File: src/rtl/mtx_pkg.sv
package mtx_pkg;

  typedef enum logic [1:0] {
    ST_IDLE = 2'd0,
    ST_CELL = 2'd1,
    ST_SOI  = 2'd2
  } mtx_state_e;

  // Level of the first half of a Manchester cell for data bit b.
  function automatic logic first_half_level(input logic b);
    return ~b;
  endfunction

  // Number of further high cycles after the frame-closing edge.
  // A trailing one has already shown one high half, a trailing zero has not.
  function automatic int unsigned soi_remaining(input logic last_bit,
                                                input int unsigned soi_cyc);
    return last_bit ? (soi_cyc - 2) : (soi_cyc - 1);
  endfunction

endpackage

File: src/rtl/mtx_clkdiv.sv
module mtx_clkdiv (
  input  logic clk,
  input  logic rst_n,
  output logic txc,
  output logic samp
);
  logic phase_q;

  always_ff @(posedge clk) begin
    if (!rst_n) phase_q <= 1'b0;
    else        phase_q <= ~phase_q;
  end

  assign txc  = phase_q;
  // The edge taken while txc is high is its falling edge: sampling point.
  assign samp = phase_q;

  a_r1_txc_toggles: assert property (@(posedge clk) disable iff (!rst_n)
    $past(rst_n) |-> (txc != $past(txc)));

endmodule

File: src/rtl/mtx_soi_timer.sv
module mtx_soi_timer #(
  parameter int unsigned SOI_CYC = 5,
  localparam int unsigned CW = $clog2(SOI_CYC + 1)
) (
  input  logic          clk,
  input  logic          rst_n,
  input  logic          load,
  input  logic [CW-1:0] load_val,
  input  logic          run,
  output logic          done
);
  logic [CW-1:0] cnt_q;

  always_ff @(posedge clk) begin
    if (!rst_n)              cnt_q <= '0;
    else if (load)           cnt_q <= load_val;
    else if (run && cnt_q != '0) cnt_q <= cnt_q - 1'b1;
  end

  assign done = (cnt_q == '0);

  a_r6_timer_bounded: assert property (@(posedge clk) disable iff (!rst_n)
    cnt_q <= CW'(SOI_CYC - 1));

endmodule

File: src/rtl/mtx_cell_shaper.sv
module mtx_cell_shaper
  import mtx_pkg::*;
#(
  parameter int unsigned SOI_CYC = 5,
  localparam int unsigned CW = $clog2(SOI_CYC + 1)
) (
  input  logic          clk,
  input  logic          rst_n,
  input  logic          samp,
  input  logic          en,
  input  logic          d,
  input  logic          soi_done,
  output logic          soi_load,
  output logic [CW-1:0] soi_val,
  output logic          soi_run,
  output logic          line,
  output logic          act
);
  mtx_state_e st_q;
  logic       bit_q;
  logic       first_half_q;   // line currently shows the first half of a cell
  logic       frame_close;    // sampling edge that ends a frame

  assign frame_close = (st_q == ST_CELL) && samp && !en;
  assign soi_load    = frame_close;
  assign soi_val     = CW'(soi_remaining(bit_q, SOI_CYC));
  assign soi_run     = (st_q == ST_SOI) && !soi_done;

  always_ff @(posedge clk) begin
    if (!rst_n) begin
      st_q         <= ST_IDLE;
      bit_q        <= 1'b0;
      line         <= 1'b0;
      act          <= 1'b0;
      first_half_q <= 1'b0;
    end else begin
      case (st_q)
        ST_IDLE: begin
          if (samp && en) begin
            st_q         <= ST_CELL;
            bit_q        <= d;
            line         <= first_half_level(d);
            act          <= 1'b1;
            first_half_q <= 1'b1;
          end else begin
            line         <= 1'b0;
            act          <= 1'b0;
            first_half_q <= 1'b0;
          end
        end
        ST_CELL: begin
          if (!samp) begin
            line         <= bit_q;
            first_half_q <= 1'b0;
          end else if (en) begin
            bit_q        <= d;
            line         <= first_half_level(d);
            first_half_q <= 1'b1;
          end else begin
            st_q         <= ST_SOI;
            line         <= 1'b1;
            first_half_q <= 1'b0;
          end
        end
        ST_SOI: begin
          first_half_q <= 1'b0;
          if (soi_done) begin
            st_q <= ST_IDLE;
            line <= 1'b0;
            act  <= 1'b0;
          end else begin
            line <= 1'b1;
          end
        end
        default: begin
          st_q         <= ST_IDLE;
          line         <= 1'b0;
          act          <= 1'b0;
          first_half_q <= 1'b0;
        end
      endcase
    end
  end

  // Checker state: length of the current run of high line cycles.
  logic [7:0] hi_run_q;
  always_ff @(posedge clk) begin
    if (!rst_n)     hi_run_q <= '0;
    else if (!line) hi_run_q <= '0;
    else if (hi_run_q != 8'hFF) hi_run_q <= hi_run_q + 1'b1;
  end

  a_r3_mid_cell_flip: assert property (@(posedge clk) disable iff (!rst_n)
    first_half_q |=> (line != $past(line)));

  a_r7_idle_is_low: assert property (@(posedge clk) disable iff (!rst_n)
    !act |-> !line);

  a_r6_high_run_limit: assert property (@(posedge clk) disable iff (!rst_n)
    hi_run_q <= 8'(SOI_CYC));

  a_r6_ends_after_high: assert property (@(posedge clk) disable iff (!rst_n)
    $fell(act) |-> $past(line));

  a_r8_pulse_not_cut: assert property (@(posedge clk) disable iff (!rst_n)
    soi_run |=> (act && line));

endmodule

File: src/rtl/mtx_line_encoder.sv
module mtx_line_encoder #(
  parameter int unsigned SOI_CYC = 5
) (
  input  logic clk,
  input  logic rst_n,
  input  logic ctrl_alt,
  input  logic tx_en_in,
  input  logic txd,
  output logic txc,
  output logic line_out,
  output logic line_act
);
  localparam int unsigned CW = $clog2(SOI_CYC + 1);

  logic          samp;
  logic          en_eff;
  logic          soi_load;
  logic [CW-1:0] soi_val;
  logic          soi_run;
  logic          soi_done;

  // Enable polarity follows the controller mode.
  assign en_eff = tx_en_in ^ ctrl_alt;

  mtx_clkdiv u_clkdiv (
    .clk   (clk),
    .rst_n (rst_n),
    .txc   (txc),
    .samp  (samp)
  );

  mtx_soi_timer #(.SOI_CYC(SOI_CYC)) u_timer (
    .clk      (clk),
    .rst_n    (rst_n),
    .load     (soi_load),
    .load_val (soi_val),
    .run      (soi_run),
    .done     (soi_done)
  );

  mtx_cell_shaper #(.SOI_CYC(SOI_CYC)) u_shaper (
    .clk      (clk),
    .rst_n    (rst_n),
    .samp     (samp),
    .en       (en_eff),
    .d        (txd),
    .soi_done (soi_done),
    .soi_load (soi_load),
    .soi_val  (soi_val),
    .soi_run  (soi_run),
    .line     (line_out),
    .act      (line_act)
  );

  a_r9_reset_quiet: assert property (@(posedge clk)
    $past(!rst_n) |-> (!line_out && !line_act));

endmodule

File: config.mk
export PLATFORM = sky130hd
export DESIGN_NAME = mtx_line_encoder
export DESIGN_NICKNAME = d
export VERILOG_FILES = /design/src/rtl/mtx_pkg.sv /design/src/rtl/mtx_clkdiv.sv /design/src/rtl/mtx_soi_timer.sv /design/src/rtl/mtx_cell_shaper.sv /design/src/rtl/mtx_line_encoder.sv
export SDC_FILE = /design/constraint.sdc
export NUM_CORES = 1
export LEC_CHECK = 0
export BUFFER_PORTS_ARGS = -buffer_cell sky130_fd_sc_hd__buf_2
export CORE_UTILIZATION = 25
export DETAILED_ROUTE_END_ITERATION = 8
export SLEW_MARGIN = 0
export SYNTH_ARGS = -nofsm -noshare
export SYNTH_HDL_FRONTEND = slang
export SYNTH_SLANG_ARGS = --single-unit
File: constraint.sdc
create_clock -name clk -period 3.4 [get_ports clk]
set_clock_uncertainty 0.2 [all_clocks]
set_input_delay 0.34 -clock clk [delete_from_list [all_inputs] [get_ports clk]]
set_output_delay 0.34 -clock clk [all_outputs]
set_load 0.005 [all_outputs]
Word-level counts from Yosys, hierarchy flattened
Cells that the tools add are included.

word-level totals
  register bits = 9
  bits in latches = 0
  RAM bits = 0
  bits in read-only memories = 0
  output and inout port bits = 3
  memories = 0

operators by class
  add/subtract/negate cells = 1
  multiply operators = 0
  divide/modulo/power cells = 0
  magnitude comparators = 0
  eq/ne operators = 7
  shifts and indexed selects = 0
  mux-type cells = 20
  bitwise logic cells = 4
  reductions and logical operators = 15

operators with widths
  kind                                                                     number
  1-bit 2-to-1 mux                                                         9
  3-bit 2-to-1 mux                                                         3
  2-bit 2-to-1 mux                                                         4
  4-bit AND reduction                                                      2
  2-bit by 1-bit inequality test with 1-bit output, second input constant  3
  1-bit one-hot mux with 3 select lines                                    2
  2-bit one-hot mux with 3 select lines                                    1
  1-bit logical AND                                                        5
  2-bit inequality test, second input constant                             2
  2-bit nonzero test                                                       2
  3-bit logical NOT                                                        1
  1-bit inverter                                                           3
  3-bit nonzero test                                                       1
  3-bit by 1-bit subtractor with 3-bit output, second input constant       1
  2-bit by 1-bit == test with 1-bit output, second input constant          1
  2-bit == test, second input constant                                     1
  1-bit logical NOT                                                        2
  2-bit logical NOT                                                        1
  1-bit one-hot mux with 2 select lines                                    1
  2-bit AND reduction                                                      1
  1-bit XOR                                                                1

Longest topological paths before layout
  depth after elaboration = 6
  mapped depth = 6
  gate-level depth less buffers = 6

Cells and area by module
From an unflattened synthesis, not the netlist that was laid out.

unflattened totals
  cells, all modules = 51
  area, all modules = 489.2 um^2

modules (own cells, without submodules)
  module            instances  cells an instance  area an instance (um^2)
  mtx_cell_shaper   1          26                 254.0
  mtx_soi_timer     1          21                 185.2
  mtx_clkdiv        1          3                  41.3
  mtx_line_encoder  1          1                  8.8

Worst setup path after synthesis
No wires, ideal clock.

  kind = register -> register
  start = register u_timer.cnt_q[0]
  end = register u_timer.cnt_q[1]
  arrival = 1,476 ps
  path slack = 1,649 ps
  cell stages (with the launch flop) = 7
  path buffers = 0
  clock period less this slack = 1,751 ps
  cell sequence = dfxtp_1 -> inv_1 -> ha_1 -> ha_1 -> nor3b_4 -> mux2_2 -> o22ai_1

between the ends
  cells in the longest elaborated chain, start to end = 5

ends and longest elaborated chain
  what                                                                                                 line                 text
  start: declaration                                                                                   mtx_soi_timer.sv:12  logic [CW-1:0] cnt_q;
  start signal: assignment                                                                             mtx_soi_timer.sv:16  else if (load) cnt_q <= load_val;
  start signal: assignment                                                                             mtx_soi_timer.sv:17  else if (run && cnt_q != '0) cnt_q <= cnt_q - 1'b1;
  parallel branches: the longest is 5 deep, another holds 3-bit by 1-bit subtractor with 3-bit output  -

Several ways; the timed one is not identified. The select of a mux whose other input is x is not followed.
A chain may end at the register's enable or synchronous reset.

Worst setup path in the final report
Ends and elaborated chain as after synthesis.

==> impl_metrics.env <==
export IMPL_outcome="finished clean"
export IMPL_cts_setup_buffers=0
export IMPL_initial_core_util_pct=26.5
export IMPL_register_area_sq_um=180
export IMPL_worstPathRequired_ps=3400
export IMPL_cp_arrival_ps=1860
export IMPL_multi_input_area_sq_um=258
export IMPL_route_met2_wl_um=360
export IMPL_drive_gt1_share_pct=22.0
export IMPL_synth_area_per_cell_sq_um=9.44
export IMPL_critPathMaxFanout=4
export IMPL_leakage_nw=0.193
export IMPL_syn_cell_area_sq_um=453
export IMPL_wirelength_um=844
export IMPL_die_w_um=44.6
export IMPL_die_height_um=44.6
export IMPL_portBuffers=7
export IMPL_grt_max_degree=9
export IMPL_nFillCells=189
export IMPL_first_pass_iters=4
export IMPL_final_nets=67
export IMPL_final_common_cell="dfxtp_1"
export IMPL_cts_tree="yes"
export IMPL_cts_buffer_depth=2
export IMPL_power_uw=222
export IMPL_grt_overflow=0
export IMPL_whs_ps=165
export IMPL_worst_setup_path_end_kind="flop"
export IMPL_slew_violations=0
export IMPL_slew_limit_headroom_pct=76.2
export IMPL_synth_distinct_cells=22
export IMPL_antenna_found_initial=0
export IMPL_hold_viol_final=0
export IMPL_diodes=0
export IMPL_core_rowCount=15
export IMPL_die_area_sq_mm=0.00199
export IMPL_wirelength_met1_um=397
export IMPL_peakVddDrop_uv=109
export IMPL_vias=393
export IMPL_htreeDepth=1
export IMPL_hold_class="primary input to flop"
export IMPL_synth_seq_cells=9
export IMPL_path_clk_slew_ps=60
export IMPL_clock_sinks=9
export IMPL_cts_hold_buf=0
export IMPL_root_buffer="clkbuf_4"
export IMPL_insertion_delay_ps=270
export IMPL_drc=0
export IMPL_post_cts_resize_count=0
export IMPL_grt_pass1_vias=339
export IMPL_syn2layout_area_growth_pct=20.4
export IMPL_vias_per_cell=4.68
export IMPL_wl_per_cell_um=10.0
export IMPL_ys_warnings_count=0
export IMPL_cts_inserted_buffers=3
export IMPL_syn_num_nets=55
export IMPL_yosys_area_top_type="dfxtp_1"
export IMPL_final_cell_mix="dfxtp_1, buf_2, a21oi_1"
export IMPL_fmax_mhz=537
export IMPL_fp_coreArea_sq_mm=0.00171
export IMPL_criticalPathCategory="flop to flop"
export IMPL_drt_initial_drc_count=16
export IMPL_tns_ps=0
export IMPL_grt_util_all_layers_pct=11.1
export IMPL_syn_inst=48
export IMPL_synth_top_area_share_pct=39.8
export IMPL_dr_wl_met3_um=34
export IMPL_p_per_area_mw_per_mm2=407
export IMPL_worstMarginPinSlew_ps=354
export IMPL_cap_violations=0
export IMPL_post_dp_hpwl_um=643
export IMPL_fin_crit_sh_pct=54.7
export IMPL_grt_setup_unrepaired="no"
export IMPL_cp_start_kind="flop"
export IMPL_synthTopCellsByArea="dfxtp_1, a21oi_1, ha_1, mux2_2, nand2b_1"
export IMPL_gp_congestion=0.815
export IMPL_ios=8
export IMPL_seq_area_frac_synth_pct=39.8
export IMPL_top_layer="met4"
export IMPL_setup_viol=0
export IMPL_antenna_left=0
export IMPL_grt_pass1_wl_um=1490
export IMPL_post_route_min_period_ps=1860
-- metal layers --
metal  up-vias  global-route usage [%]
li1        194                       -
met1       183                    12.9
met3         5                    2.45
met2        11                    15.6
met5         -                       0
met4         0                    12.7
-- worst max-delay path, stage by stage (launching register included) --
cell and delay, ps:
dfxtp_1 350, inv_1 50, ha_1 190, ha_1 220, nor3b_4 270, mux2_2 370
o22ai_1 150
-- registers in the layout, summed over array words and instances (netlist names) --
signal          flops
u_timer.cnt_q       3
u_shaper.st_q       2
u_clkdiv.samp       1
u_shaper.act        1
u_shaper.bit_q      1
u_shaper.line       1
-- per-stage QoR --
stage	utilization (%)	setup WS (ps)	cells	area, sq um
final	31.9	1540	84	546
after global placement	30.4	1580	80	519
after global routing	31.9	1420	84	546
after CTS	31.9	1530	84	546
after floorplan	-	1650	48	453
after detailed placement	30.4	1540	80	519
-- cells by family after synthesis --
group | Yosys count | share of synthesized area, %
AO/OA/AOI/OAI | 15 | 20.4
XOR/XNOR | 3 | 5.80
adder cells (fa/ha/maj) | 2 | 5.52
buffers and inverters | 4 | 3.31
flip-flops | 9 | 39.8
multiplexers | 2 | 4.97
AND/OR/NAND/NOR | 13 | 20.2
-- cell type report --
| type | count | share of cell area, % |
|---|---|---|
| multi-input combinational | 35 | 47.2 |
| sequential | 9 | 33.0 |
| timing repair buffer | 7 | 6.42 |
| tap | 25 | 5.73 |
| clock buffer | 4 | 4.82 |
| inverter | 4 | 2.75 |
-- power breakdown --
group | switching [mW] | total [mW] | internal [mW]
logic | 0.0125 | 0.0232 | 0.0107
registers | 0.00486 | 0.114 | 0.110
clock network | 0.0392 | 0.0845 | 0.0453
total | 0.0566 | 0.222 | 0.166
-- synthesized netlist by cell type --
| cell | n |
|---|---|
| nor3b_4 | 1 |
| mux2_2 | 2 |
| nand3_1 | 1 |
| xor2_1 | 1 |
| nand2b_1 | 3 |
| o31ai_1 | 2 |
| a21oi_1 | 5 |
| nor2b_1 | 1 |
| a32o_1 | 1 |
| xnor2_1 | 2 |
| o21a_1 | 1 |
| dfxtp_1 | 9 |
| nor2_1 | 1 |
| nand2_1 | 2 |
| o22ai_1 | 2 |
| ha_1 | 2 |
| or3b_1 | 2 |
| or3_1 | 1 |
| nand3b_1 | 1 |
| o21ai_0 | 3 |
| a211oi_1 | 1 |
| inv_1 | 4 |
-- worst paths after layout --
path                            slack (ps)        startpoint                to  depth (start not counted)
worst max-delay path                  1540  u_timer.cnt_q[0]  u_timer.cnt_q[1]                          6
worst min-delay path                   160             rst_n  u_timer.cnt_q[0]                          3
worst max register to register        1540  u_timer.cnt_q[0]  u_timer.cnt_q[1]                          6
worst min register to register         280      u_shaper.act      u_shaper.act                          2
Power figures use the tool's default switching activity.
